--- src/rtl/tmr_pkg.sv ---
package tmr_pkg;
  localparam int NCH = 2;
  localparam int PRESC_W = 11;
  localparam logic [2:0] SEL_EVENT = 3'd7;

  typedef struct packed {
    logic clr;
    logic inc;
    logic cap;
  } tmr_strobe_t;

  function automatic int unsigned presc_shift(input logic [2:0] sel);
    case (sel)
      3'd0: return 1;
      3'd1: return 2;
      3'd2: return 3;
      3'd3: return 5;
      3'd4: return 7;
      3'd5: return 9;
      default: return 11;
    endcase
  endfunction
endpackage

--- src/rtl/tmr_ctrl.sv ---
module tmr_ctrl
  import tmr_pkg::*;
(
  input  logic        clk,
  input  logic        rst_n,
  input  logic        run,
  input  logic [2:0]  clkSel,
  input  logic        capMode,
  input  logic        evtIn,
  input  logic        capIn,
  output tmr_strobe_t stb
);
  localparam logic [PRESC_W-1:0] P_ONE = 1;

  logic [2:0] evtSync, capSync;
  logic runQ;
  logic [PRESC_W-1:0] presc, prescMask;
  logic startStb, evtRise, capRise, tick;
  logic [3:0] shamt;

  always_ff @(posedge clk or negedge rst_n) begin
    if (!rst_n) begin
      evtSync <= '0;
      capSync <= '0;
      runQ    <= 1'b0;
    end else begin
      evtSync <= {evtSync[1:0], evtIn};
      capSync <= {capSync[1:0], capIn};
      runQ    <= run;
    end
  end

  assign evtRise  = evtSync[1] & ~evtSync[2];
  assign capRise  = capSync[1] & ~capSync[2];
  assign startStb = run & ~runQ;
  assign shamt    = 4'(presc_shift(clkSel));

  always_comb begin
    for (int i = 0; i < PRESC_W; i++) prescMask[i] = (i < int'(shamt));
  end

  assign tick = (clkSel == SEL_EVENT) ? evtRise : ((presc & prescMask) == prescMask);

  always_comb begin
    stb.clr = startStb;
    stb.cap = run & ~startStb & capMode & capRise;
    stb.inc = run & ~startStb & ~stb.cap & tick;
  end

  always_ff @(posedge clk or negedge rst_n) begin
    if (!rst_n)                              presc <= '0;
    else if (!run || startStb || stb.cap)    presc <= '0;
    else                                     presc <= presc + P_ONE;
  end

  // divide-by-2 ticks never arrive on consecutive cycles
  a_r3_div2_gap: assert property (@(posedge clk) disable iff (!rst_n)
    (stb.inc && clkSel == 3'd0) |=> !stb.inc);

  // a capture strobe comes only from an input that was high two samples earlier
  a_r7_cap_synced: assert property (@(posedge clk) disable iff (!rst_n)
    stb.cap |-> $past(capIn, 2));
endmodule

--- src/rtl/tmr_datapath.sv ---
module tmr_datapath
  import tmr_pkg::*;
#(
  parameter int CW = 8
) (
  input  logic                       clk,
  input  logic                       rst_n,
  input  logic                       wide,
  input  tmr_strobe_t [NCH-1:0]      stb,
  input  logic [NCH-1:0]             capMode,
  input  logic [NCH-1:0]             toggleEn,
  input  logic [NCH-1:0][CW-1:0]     cmpVal,
  output logic [NCH-1:0]             cmpOut,
  output logic [NCH-1:0][CW-1:0]     capData,
  output logic [NCH-1:0]             irq
);
  localparam int WW = 2 * CW;
  localparam logic [CW-1:0] C_ONE = 1;
  localparam logic [WW-1:0] W_ONE = 1;

  logic [NCH-1:0][CW-1:0] cnt, cntNx, capNx;
  logic [NCH-1:0] outNx, irqNx;
  logic [WW-1:0] wCnt, wCmp;

  assign wCnt = {cnt[1], cnt[0]};
  assign wCmp = {cmpVal[1], cmpVal[0]};

  always_comb begin
    cntNx = cnt;
    capNx = capData;
    outNx = cmpOut;
    irqNx = '0;
    if (wide) begin
      if (stb[0].clr) begin
        cntNx    = '0;
        outNx[0] = 1'b0;
      end else if (stb[0].cap) begin
        {capNx[1], capNx[0]} = wCnt;
        cntNx    = '0;
        irqNx[0] = 1'b1;
      end else if (stb[0].inc) begin
        if (!capMode[0] && wCnt == wCmp) begin
          cntNx    = '0;
          irqNx[0] = 1'b1;
          if (toggleEn[0]) outNx[0] = ~cmpOut[0];
        end else begin
          {cntNx[1], cntNx[0]} = wCnt + W_ONE;
        end
      end
    end else begin
      for (int ch = 0; ch < NCH; ch++) begin
        if (stb[ch].clr) begin
          cntNx[ch] = '0;
          outNx[ch] = 1'b0;
        end else if (stb[ch].cap) begin
          capNx[ch] = cnt[ch];
          cntNx[ch] = '0;
          irqNx[ch] = 1'b1;
        end else if (stb[ch].inc) begin
          if (!capMode[ch] && cnt[ch] == cmpVal[ch]) begin
            cntNx[ch] = '0;
            irqNx[ch] = 1'b1;
            if (toggleEn[ch]) outNx[ch] = ~cmpOut[ch];
          end else begin
            cntNx[ch] = cnt[ch] + C_ONE;
          end
        end
      end
    end
  end

  always_ff @(posedge clk or negedge rst_n) begin
    if (!rst_n) begin
      cnt     <= '0;
      capData <= '0;
      cmpOut  <= '0;
      irq     <= '0;
    end else begin
      cnt     <= cntNx;
      capData <= capNx;
      cmpOut  <= outNx;
      irq     <= irqNx;
    end
  end

  // a match on a counting tick in compare mode raises irq next cycle
  a_r4_match_irq: assert property (@(posedge clk) disable iff (!rst_n)
    (!wide && stb[0].inc && !capMode[0] && cnt[0] == cmpVal[0]) |=> (irq[0] && cnt[0] == '0));

  // a capture restarts the count from zero
  a_r7_cap_clears: assert property (@(posedge clk) disable iff (!rst_n)
    (!wide && stb[0].cap) |=> cnt[0] == '0);

  // captured data moves only on a capture strobe
  a_r8_cap_hold: assert property (@(posedge clk) disable iff (!rst_n)
    (!stb[0].cap && !stb[1].cap) |=> $stable(capData));

  // the upper channel stays quiet while cascaded
  a_r9_hi_quiet: assert property (@(posedge clk) disable iff (!rst_n)
    wide |=> !irq[1]);
endmodule

--- src/rtl/tmr_top.sv ---
module tmr_top #(
  parameter int CW = 8
) (
  input  logic                 clk,
  input  logic                 rst_n,
  input  logic                 wide,
  input  logic [1:0]           run,
  input  logic [1:0][2:0]      clkSel,
  input  logic [1:0]           capMode,
  input  logic [1:0]           toggleEn,
  input  logic [1:0][CW-1:0]   cmpVal,
  input  logic [1:0]           evtIn,
  input  logic [1:0]           capIn,
  output logic [1:0]           cmpOut,
  output logic [1:0][CW-1:0]   capData,
  output logic [1:0]           irq
);
  import tmr_pkg::*;

  tmr_strobe_t [NCH-1:0] stb;

  for (genvar ch = 0; ch < NCH; ch++) begin : g_ch
    tmr_ctrl u_ctrl (
      .clk     (clk),
      .rst_n   (rst_n),
      .run     (run[ch]),
      .clkSel  (clkSel[ch]),
      .capMode (capMode[ch]),
      .evtIn   (evtIn[ch]),
      .capIn   (capIn[ch]),
      .stb     (stb[ch])
    );
  end

  tmr_datapath #(.CW(CW)) u_dp (
    .clk      (clk),
    .rst_n    (rst_n),
    .wide     (wide),
    .stb      (stb),
    .capMode  (capMode),
    .toggleEn (toggleEn),
    .cmpVal   (cmpVal),
    .cmpOut   (cmpOut),
    .capData  (capData),
    .irq      (irq)
  );
endmodule

--- config.mk ---
export PLATFORM = sky130hd
export DESIGN_NAME = tmr_top
export DESIGN_NICKNAME = d
export VERILOG_FILES = /design/src/rtl/tmr_pkg.sv /design/src/rtl/tmr_ctrl.sv /design/src/rtl/tmr_datapath.sv /design/src/rtl/tmr_top.sv
export SDC_FILE = /design/constraint.sdc
export NUM_CORES = 1
export LEC_CHECK = 0
export ABC_AREA = 1
export CORE_UTILIZATION = 55
export CTS_BUF_LIST = sky130_fd_sc_hd__clkbuf_8
export DETAILED_ROUTE_END_ITERATION = 10
export GPL_ROUTABILITY_DRIVEN = 0
export GPL_TIMING_DRIVEN = 0
export HOLD_SLACK_MARGIN = 0.1
export MAX_ROUTING_LAYER = met4
export PLACE_DENSITY_LB_ADDON = 0.1
export SYNTH_ARGS = -nofsm -noshare
export SYNTH_HDL_FRONTEND = slang
export SYNTH_SLANG_ARGS = --single-unit
--- constraint.sdc ---
create_clock -name clk -period 2.4 [get_ports clk]
set_clock_uncertainty 0.1 [all_clocks]
set_input_delay 0.24 -clock clk [delete_from_list [all_inputs] [get_ports clk]]
set_output_delay 0.24 -clock clk [all_outputs]
set_load 0.1 [all_outputs]
==> metrics.txt, run 1 <==
Synth Area in XOR/XNOR=3.37%; number of buffers inserted by port buffering=54; source of the worst register-to-register timing path=u_dp.cnt[13]$_DFFE_PN0P_; worst-case hold slack=0.231 ns; most instantiated flip-flop cell in the synthesis netlist=dfrtp_1; total number of H-tree levels=3; share of flip-flops with an asynchronous set or reset=100%; hold violation total from the final report=0; multi-input combinational cell area=2030 um^2; static leakage=0.00233 uW; Worst Setup Start Kind=input pin; RSZ-0062 raised after global routing=no; worst-margin pin slew=1.00 ns; cell-by-cell listing of the critical path=clkdlybuf4s50_1 -> inv_1 -> ha_1 -> nor3_1 -> a21boi_0 -> nand2_1 -> nand3_1 -> nand2_1 -> nand2_1 -> nand2_1 -> nand2_1 -> nand2_4 -> nand2_4 -> nand2_1 -> nand2_1; largest fanout on the critical path=9; worst-case reg-to-reg path depth=11; number of flops mapped to enable cells by yosys=0; via count of the first global-routing pass=3,621; worst-case setup slack after placement=-0.173 ns; clock insertion delay at the later pin of the skew report=0.34 ns; initial standard-cell utilization of the core=57.0%; endpoint class of the critical path=register; number of antenna repair diodes=0; routed length per instance=12.9 um; arrival time of data at the critical path endpoint=2.36 ns; Std-Cell Rows=31; Bufs and invs on worst path=2; Worst Hold Endpoint=g_ch[0].u_ctrl.capSync[0]$_DFF_PN0_; Finished Core Util=68.8%; cell at the slowest stage of the critical path=clkdlybuf4s50_1; max frequency=450 MHz; Netlist Area Pre-Place=4150 um^2; flip-flop and latch count after synthesis=72; vias per inst=5.20; Final Worst Setup Slack=0.179 ns; share of synthesized area occupied by flip-flops and latches=43.4%; cell repeated most along the worst path=nand2_1; maximum clock path buffer count=2; filler cell count in the final layout=632; time the final worst path needs with I/O delays and setup=2.22 ns; max incr delay on CP=0.55 ns; number of cells traversed by the worst hold path=1; commonest cells after routing, fill and taps aside=146 x nand2_1, 72 x dfrtp_1, 64 x inv_1; final setup violation count=0; VDD IR max=531 uV; Cells after Synth=557; area of placed instances=4820 um^2; Die Height=88.9 um; number of nets in the synthesized netlist=602; power density normalized to cell area=648 nW/um^2; Slew Limit Fails=0; Ports=55; Area growth, synth to finish=20.7%; antenna violations before repair=0; leading cell type in the layout, fill and taps excluded=nand2_1; DRC violation count after routing=0; CTS clock-pin slew for the worst setup and hold paths=0.08 ns; TritonRoute pass-1 iters=5; Min-Delay Path Class=in2reg; register cell area after layout=1800 um^2; count of vias placed by the detailed router=3,776; maximum number of pins on one net before global-route repair=73; Root Buffer Master=clkbuf_8; initial detailed-routing violation count=142; capture point of the worst reg-to-reg path=u_dp.cnt[14]$_DFFE_PN0P_; core region area=7290 um^2; reg-to-reg slack, setup=0.42 ns; clock sinks=72; Adder-Cell Fraction of Synth Area=3.01%; # Post-CTS Setup Buffers=0; mean post-synth cell area=7.46 um^2; class of the most critical setup path=in2reg; global-route total usage across every layer=26.7%; HP Start=capIn[0]; number of nets at the end of the flow=668; half-perimeter wire length after detailed placement=7010 um; final period utilization=92.5%; share of synthesized area spent on multiplexers=0%; wire length of the first global-routing pass=15,700 um; combinational family with the most area after synthesis=simple AND/OR/NAND/NOR gates; area of all placed cells without fillers=5010 um^2; die boundary width=88.9 um; relative slew slack=33.0%; CTS Buf Count=9; required time at the endpoint of the critical path=2.54 ns; Warnings, synthesis=0; fraction of layout instances using a drive strength above 1=8.45%; area fraction in compound gates after synthesis=9.76%; Routed Wire Length=9330 um; run status=completed; antenna viol nets, final=0; distinct cell type count of the synthesized netlist=35; share of synthesized cell area in and, or, nand and nor gates=32.7%; maximum capacitance violations=0; total global routing overflow=0; Total Die Area=7900 um^2; cell type group with the largest total delay on the critical path=simple AND/OR/NAND/NOR gates; clock tree from TritonCTS=yes
cell usage after synthesis (all sizes together), types with 2 or more instances:
cell type | instances | share of area, %
nand2 | 155 | 15
dfrtp | 72 | 43
inv | 72 | 6.5
nor2 | 69 | 7.3
nand3 | 45 | 5.8
o21ai | 44 | 5.3
a21oi | 27 | 3.3
nor3 | 13 | 1.7
ha | 10 | 3.0
xnor2 | 9 | 1.9
nand4 | 8 | 1.2
xor2 | 7 | 1.5
nor3b | 5 | 0.90
buf | 4 | 0.69
clkbuf | 3 | 0.27
clkinv | 3 | 0.27
a21boi | 2 | 0.36
o22ai | 2 | 0.30
final cells by class:
cell class                 count  area share [%]
clock buffer                  10            2.74
buffer                         7           0.798
clock inverter                 5           0.973
tap                           99            2.47
timing repair buffer          55            11.0
multi-input combinational    403            40.5
inverter                      75            5.61
sequential                    72            35.9
how the worst max path moves through the flow:
stage | slack (ns) | startpoint | cells after the start | to
finish | 0.18 | clkSel[5] | 15 | u_dp.cnt[13]$_DFFE_PN0P_
CTS | 0.16 | u_dp.cmpOut[0]$_DFFE_PN0P_ | 1 | cmpOut[0]
global placement | -1.43 | rst_n | 1 | u_dp.cnt[10]$_DFFE_PN0P_
floorplan | 0.72 | clkSel[5] | 14 | u_dp.cnt[10]$_DFFE_PN0P_
detailed placement | -0.17 | clkSel[4] | 15 | u_dp.cnt[13]$_DFFE_PN0P_
global route | 0.02 | clkSel[5] | 15 | u_dp.cnt[9]$_DFFE_PN0P_
report_power, final:
group / internal (uW) / leakage, uW / switching, uW
Clock: 494 / 0.000103 / 439
Sequential: 1310 / 0.000952 / 85.6
Combinational: 270 / 0.00128 / 654
per-layer routing:
metal  vias to the layer above  wire length, um  global-route usage (%)
li1                       1919                -                       -
met1                      1755             4130                    31.2
met2                        88             4730                    46.3
met3                        14              358                    5.72
met4                         0              111                    7.62
met5                         -                0                       -
timing repair:
| action | CTS | global route |
|---|---|---|
| endpoints found under the setup margin | 0 | 4 |
| hold buffers | 1 | 0 |
| endpoints found under the hold margin | 72 | 0 |
| gates resized for setup | 0 | 1 |
worst reg2reg max path, stage by stage, from the launching register on:
cell and delay, ns:
dfrtp_1 0.36, buf_4 0.15, xnor2_1 0.13, nand2_1 0.06, nor2_1 0.22, nand3_1 0.18
nand2_1 0.24, inv_1 0.13, nand3_1 0.08, o21ai_0 0.08, nand3_1 0.08, nand2_1 0.05
through the flow:
stage | TNS (ns) | power (uW) | std cells
2_1_floorplan | 0 | 2060 | 557
6_report | 0 | 3250 | 726
3_5_place_dp | -1.73 | 2340 | 710
3_3_place_gp | -103.47 | 2320 | 710
4_1_cts | 0 | 3270 | 726
5_1_grt | 0 | 3410 | 726
kinds of logic (layout without fill, tap and decap cells):
logic type	count (synthesis)	after routing
buffers and inverters	82	152
adders and majority gates	10	10
AOI/OAI and AO/OA	78	78
xor gates and xnor gates	16	16
and+or+nand+nor	299	299
DFF	72	72
flip-flops by register name, summed over array words and instances (netlist names):
| name | flops |
|---|---|
| g_ch.u_ctrl.presc | 22 |
| u_dp.capData | 16 |
| u_dp.cnt | 16 |
| g_ch.u_ctrl.capSync | 6 |
| g_ch.u_ctrl.evtSync | 6 |
| g_ch.u_ctrl.runQ | 2 |
| u_dp.cmpOut | 2 |
| u_dp.irq | 2 |
No activity file was read; power rests on OpenSTA's default activity.
==> run 2: changes to the inputs <==
- ABC_CLOCK_PERIOD_IN_PS: not set -> 2400
==> results of run 2 <==
Same layout as run 1: the final DEF is identical, and so are final timing and power.
==> run 3: changes to the inputs <==
- CAP_MARGIN: not set -> 15
- SLEW_MARGIN: not set -> 25
==> run 3 against run 2 <==
  * Flip-flop and latch count unchanged
  * Final area up 1.0%
  * Maximum frequency down 0.67%
  * Sequential power about the same
  * Final cell count up 0.28%
  * Sequential share of layout area down 0.37 points
  * Count of clock-buffer cells in the layout up 2
  * Routed wire length up 2.8%
  * Worst hold slack worse by 0.0091 ns
  * First-iteration DRC count down 18%
  * Largest power group unchanged
==> metrics.txt, run 3 (same netlist as run 1, synthesis figures left out) <==
count of vias placed by the detailed router=3,823 (was 3,776); Bufs and invs on worst path=1 (was 2); static leakage=0.00236 uW (was 0.00233 uW); initial detailed-routing violation count=117 (was 142); number of buffers inserted by port buffering=54 (unchanged); Worst Setup Start Kind=register (was input pin); Slew Limit Fails=0 (unchanged); maximum number of pins on one net before global-route repair=45 (was 73); worst-case setup slack after placement=-0.195 ns (was -0.173 ns); Ports=55 (unchanged); half-perimeter wire length after detailed placement=7180 um (was 7010 um); leading cell type in the layout, fill and taps excluded=nand2_1 (unchanged); Switching Share=35.9% (was 36.2%); worst-case reg-to-reg path depth=11 (unchanged); global-route total usage across every layer=27.3% (was 26.7%); TritonRoute pass-1 iters=4 (was 5); worst-margin pin slew=1.01 ns (was 1.00 ns); worst-case hold slack=0.222 ns (was 0.231 ns); class of the most critical setup path=reg2out (was in2reg); max incr delay on CP=1.17 ns (was 0.55 ns); Largest register FFs=22 (unchanged); wire length of the first global-routing pass=16,000 um (was 15,700 um); power dissipated by switching net loads=1200 uW (was 1180 uW); initial standard-cell utilization of the core=57.0% (unchanged); via count of the first global-routing pass=3,696 (was 3,621); total number of H-tree levels=3 (unchanged); power density normalized to cell area=661 nW/um^2 (was 648 nW/um^2); Die Height=88.9 um (unchanged); part of the total power dissipated in combinational logic=27.8% (was 28.4%); Placed Instances=711 (was 710); CTS clock-pin slew for the worst setup and hold paths=0.08 ns (about the same); core region area=7290 um^2 (unchanged); endpoint class of the critical path=output port (was register); antenna viol nets, final=0 (unchanged); clock sinks=72 (unchanged); routed length per instance=13.2 um (was 12.9 um); largest fanout on the critical path=2 (was 9); DRC violation count after routing=0 (unchanged); commonest cells after routing, fill and taps aside=146 x nand2_1, 72 x dfrtp_1, 63 x inv_1 (was 146 x nand2_1, 72 x dfrtp_1, 64 x inv_1); Std-Cell Rows=31 (unchanged); Reg with most FFs=g_ch.u_ctrl.presc (unchanged); Area growth, synth to finish=22.0% (was 20.7%); biggest regs=g_ch.u_ctrl.presc x22, u_dp.capData x16, u_dp.cnt x16 (unchanged); cell-by-cell listing of the critical path=clkdlybuf4s50_1 (was clkdlybuf4s50_1 -> inv_1 -> ha_1 -> nor3_1 -> a21boi_0 -> nand2_1 -> nand3_1 -> nand2_1 -> nand2_1 -> nand2_1 -> nand2_1 -> nand2_4 -> nand2_4 -> nand2_1 -> nand2_1); Final Worst Setup Slack=0.165 ns (was 0.179 ns); required time at the endpoint of the critical path=2.06 ns (was 2.54 ns); max frequency=447 MHz (was 450 MHz); path length in cells of the critical path=1 (was 15); number of cells traversed by the worst hold path=1 (unchanged); filler cell count in the final layout=599 (was 632); final setup violation count=0 (unchanged); proportion of power drawn by flip-flops and latches=41.6% (was 42.9%); maximum clock path buffer count=2 (unchanged); internal power contribution=2150 uW (was 2070 uW); final standard cell count with taps included and fillers excluded=728 (was 726); arrival time of data at the critical path endpoint=1.90 ns (was 2.36 ns); VDD IR max=539 uV (was 531 uV); number of antenna repair diodes=0 (unchanged); total global routing overflow=0 (unchanged); Total Die Area=7900 um^2 (unchanged); vias per inst=5.25 (was 5.20); clock share of power=30.6% (was 28.7%); Root Buffer Master=clkbuf_8 (unchanged); cell at the slowest stage of the critical path=clkdlybuf4s50_1 (unchanged); clock tree from TritonCTS=yes (unchanged); die boundary width=88.9 um (unchanged); RSZ-0062 raised after global routing=no (unchanged); cell type group with the largest total delay on the critical path=buffers and inverters (was simple AND/OR/NAND/NOR gates); reg-to-reg slack, setup=0.38 ns (was 0.42 ns); Routed Wire Length=9590 um (was 9330 um); # Post-CTS Setup Buffers=0 (unchanged); CTS Buf Count=9 (unchanged); fraction of layout instances using a drive strength above 1=8.90% (was 8.45%); antenna violations before repair=0 (unchanged); time the final worst path needs with I/O delays and setup=2.24 ns (was 2.22 ns); run status=completed (unchanged); maximum capacitance violations=0 (unchanged); clock insertion delay at the later pin of the skew report=0.35 ns (was 0.34 ns); relative slew slack=32.2% (was 33.0%); final period utilization=93.1% (was 92.5%); Min-Delay Path Class=in2reg (unchanged); hold violation total from the final report=0 (unchanged); number of nets at the end of the flow=669 (was 668)
-- run 3: layout make-up --
type	instances	area (um^2)	area share [%]
clock buffer	12	165	3.26
inverter	75	282	5.56
sequential	72	1800	35.6
timing repair buffer	56	573	11.3
tap	99	124	2.44
buffer	7	40.0	0.790
clock inverter	4	51.3	1.01
multi-input combinational	403	2030	40.1
-- run 3: path summary, 6_finish.rpt --
kind	startpoint	to
setup reg to reg	u_dp.cnt[0]$_DFFE_PN0P_	u_dp.cnt[10]$_DFFE_PN0P_
min in group asynchronous	rst_n	g_ch[0].u_ctrl.presc[9]$_DFF_PN0_
setup / recovery	u_dp.capData[0]$_DFFE_PN0P_	capData[0]
hold / removal	capIn[0]	g_ch[0].u_ctrl.capSync[0]$_DFF_PN0_
max in group asynchronous	rst_n	u_dp.capData[12]$_DFFE_PN0P_
hold reg to reg	g_ch[0].u_ctrl.capSync[0]$_DFF_PN0_	g_ch[0].u_ctrl.capSync[1]$_DFF_PN0_
-- run 3: timing repair --
item	CTS	global route
hold endpoints to repair	66	0
gates resized for setup	0	2
hold buffers	1	0
endpoints found under the setup margin	0	6
-- run 3: per-layer routing --
layer	GRT usage, %	wire [um]
met2	47.2	4800
met4	8.94	206
met5	-	0
met3	5.91	437
met1	31.7	4150
-- run 3: power by group through the flow --
stage               Combinational (uW)  Clock [uW]  Sequential (uW)
floorplan                          329           0             1730
global placement                   904           0             1410
finish                             931        1020             1390
CTS                                934        1040             1400
global route                      1000        1100             1410
detailed placement                 928           0             1420
-- run 3: through the flow --
stage | TNS, ns | cell area (um^2) | total power, uW | utilization (%)
3_3_place_gp | -103.47 | 4820 | 2320 | 66.1
5_1_grt | 0 | 5070 | 3510 | 69.5
2_1_floorplan | 0 | 4150 | 2060 | -
6_report | 0 | 5070 | 3350 | 69.5
3_5_place_dp | -1.95 | 4840 | 2350 | 66.3
4_1_cts | 0 | 5060 | 3370 | 69.4
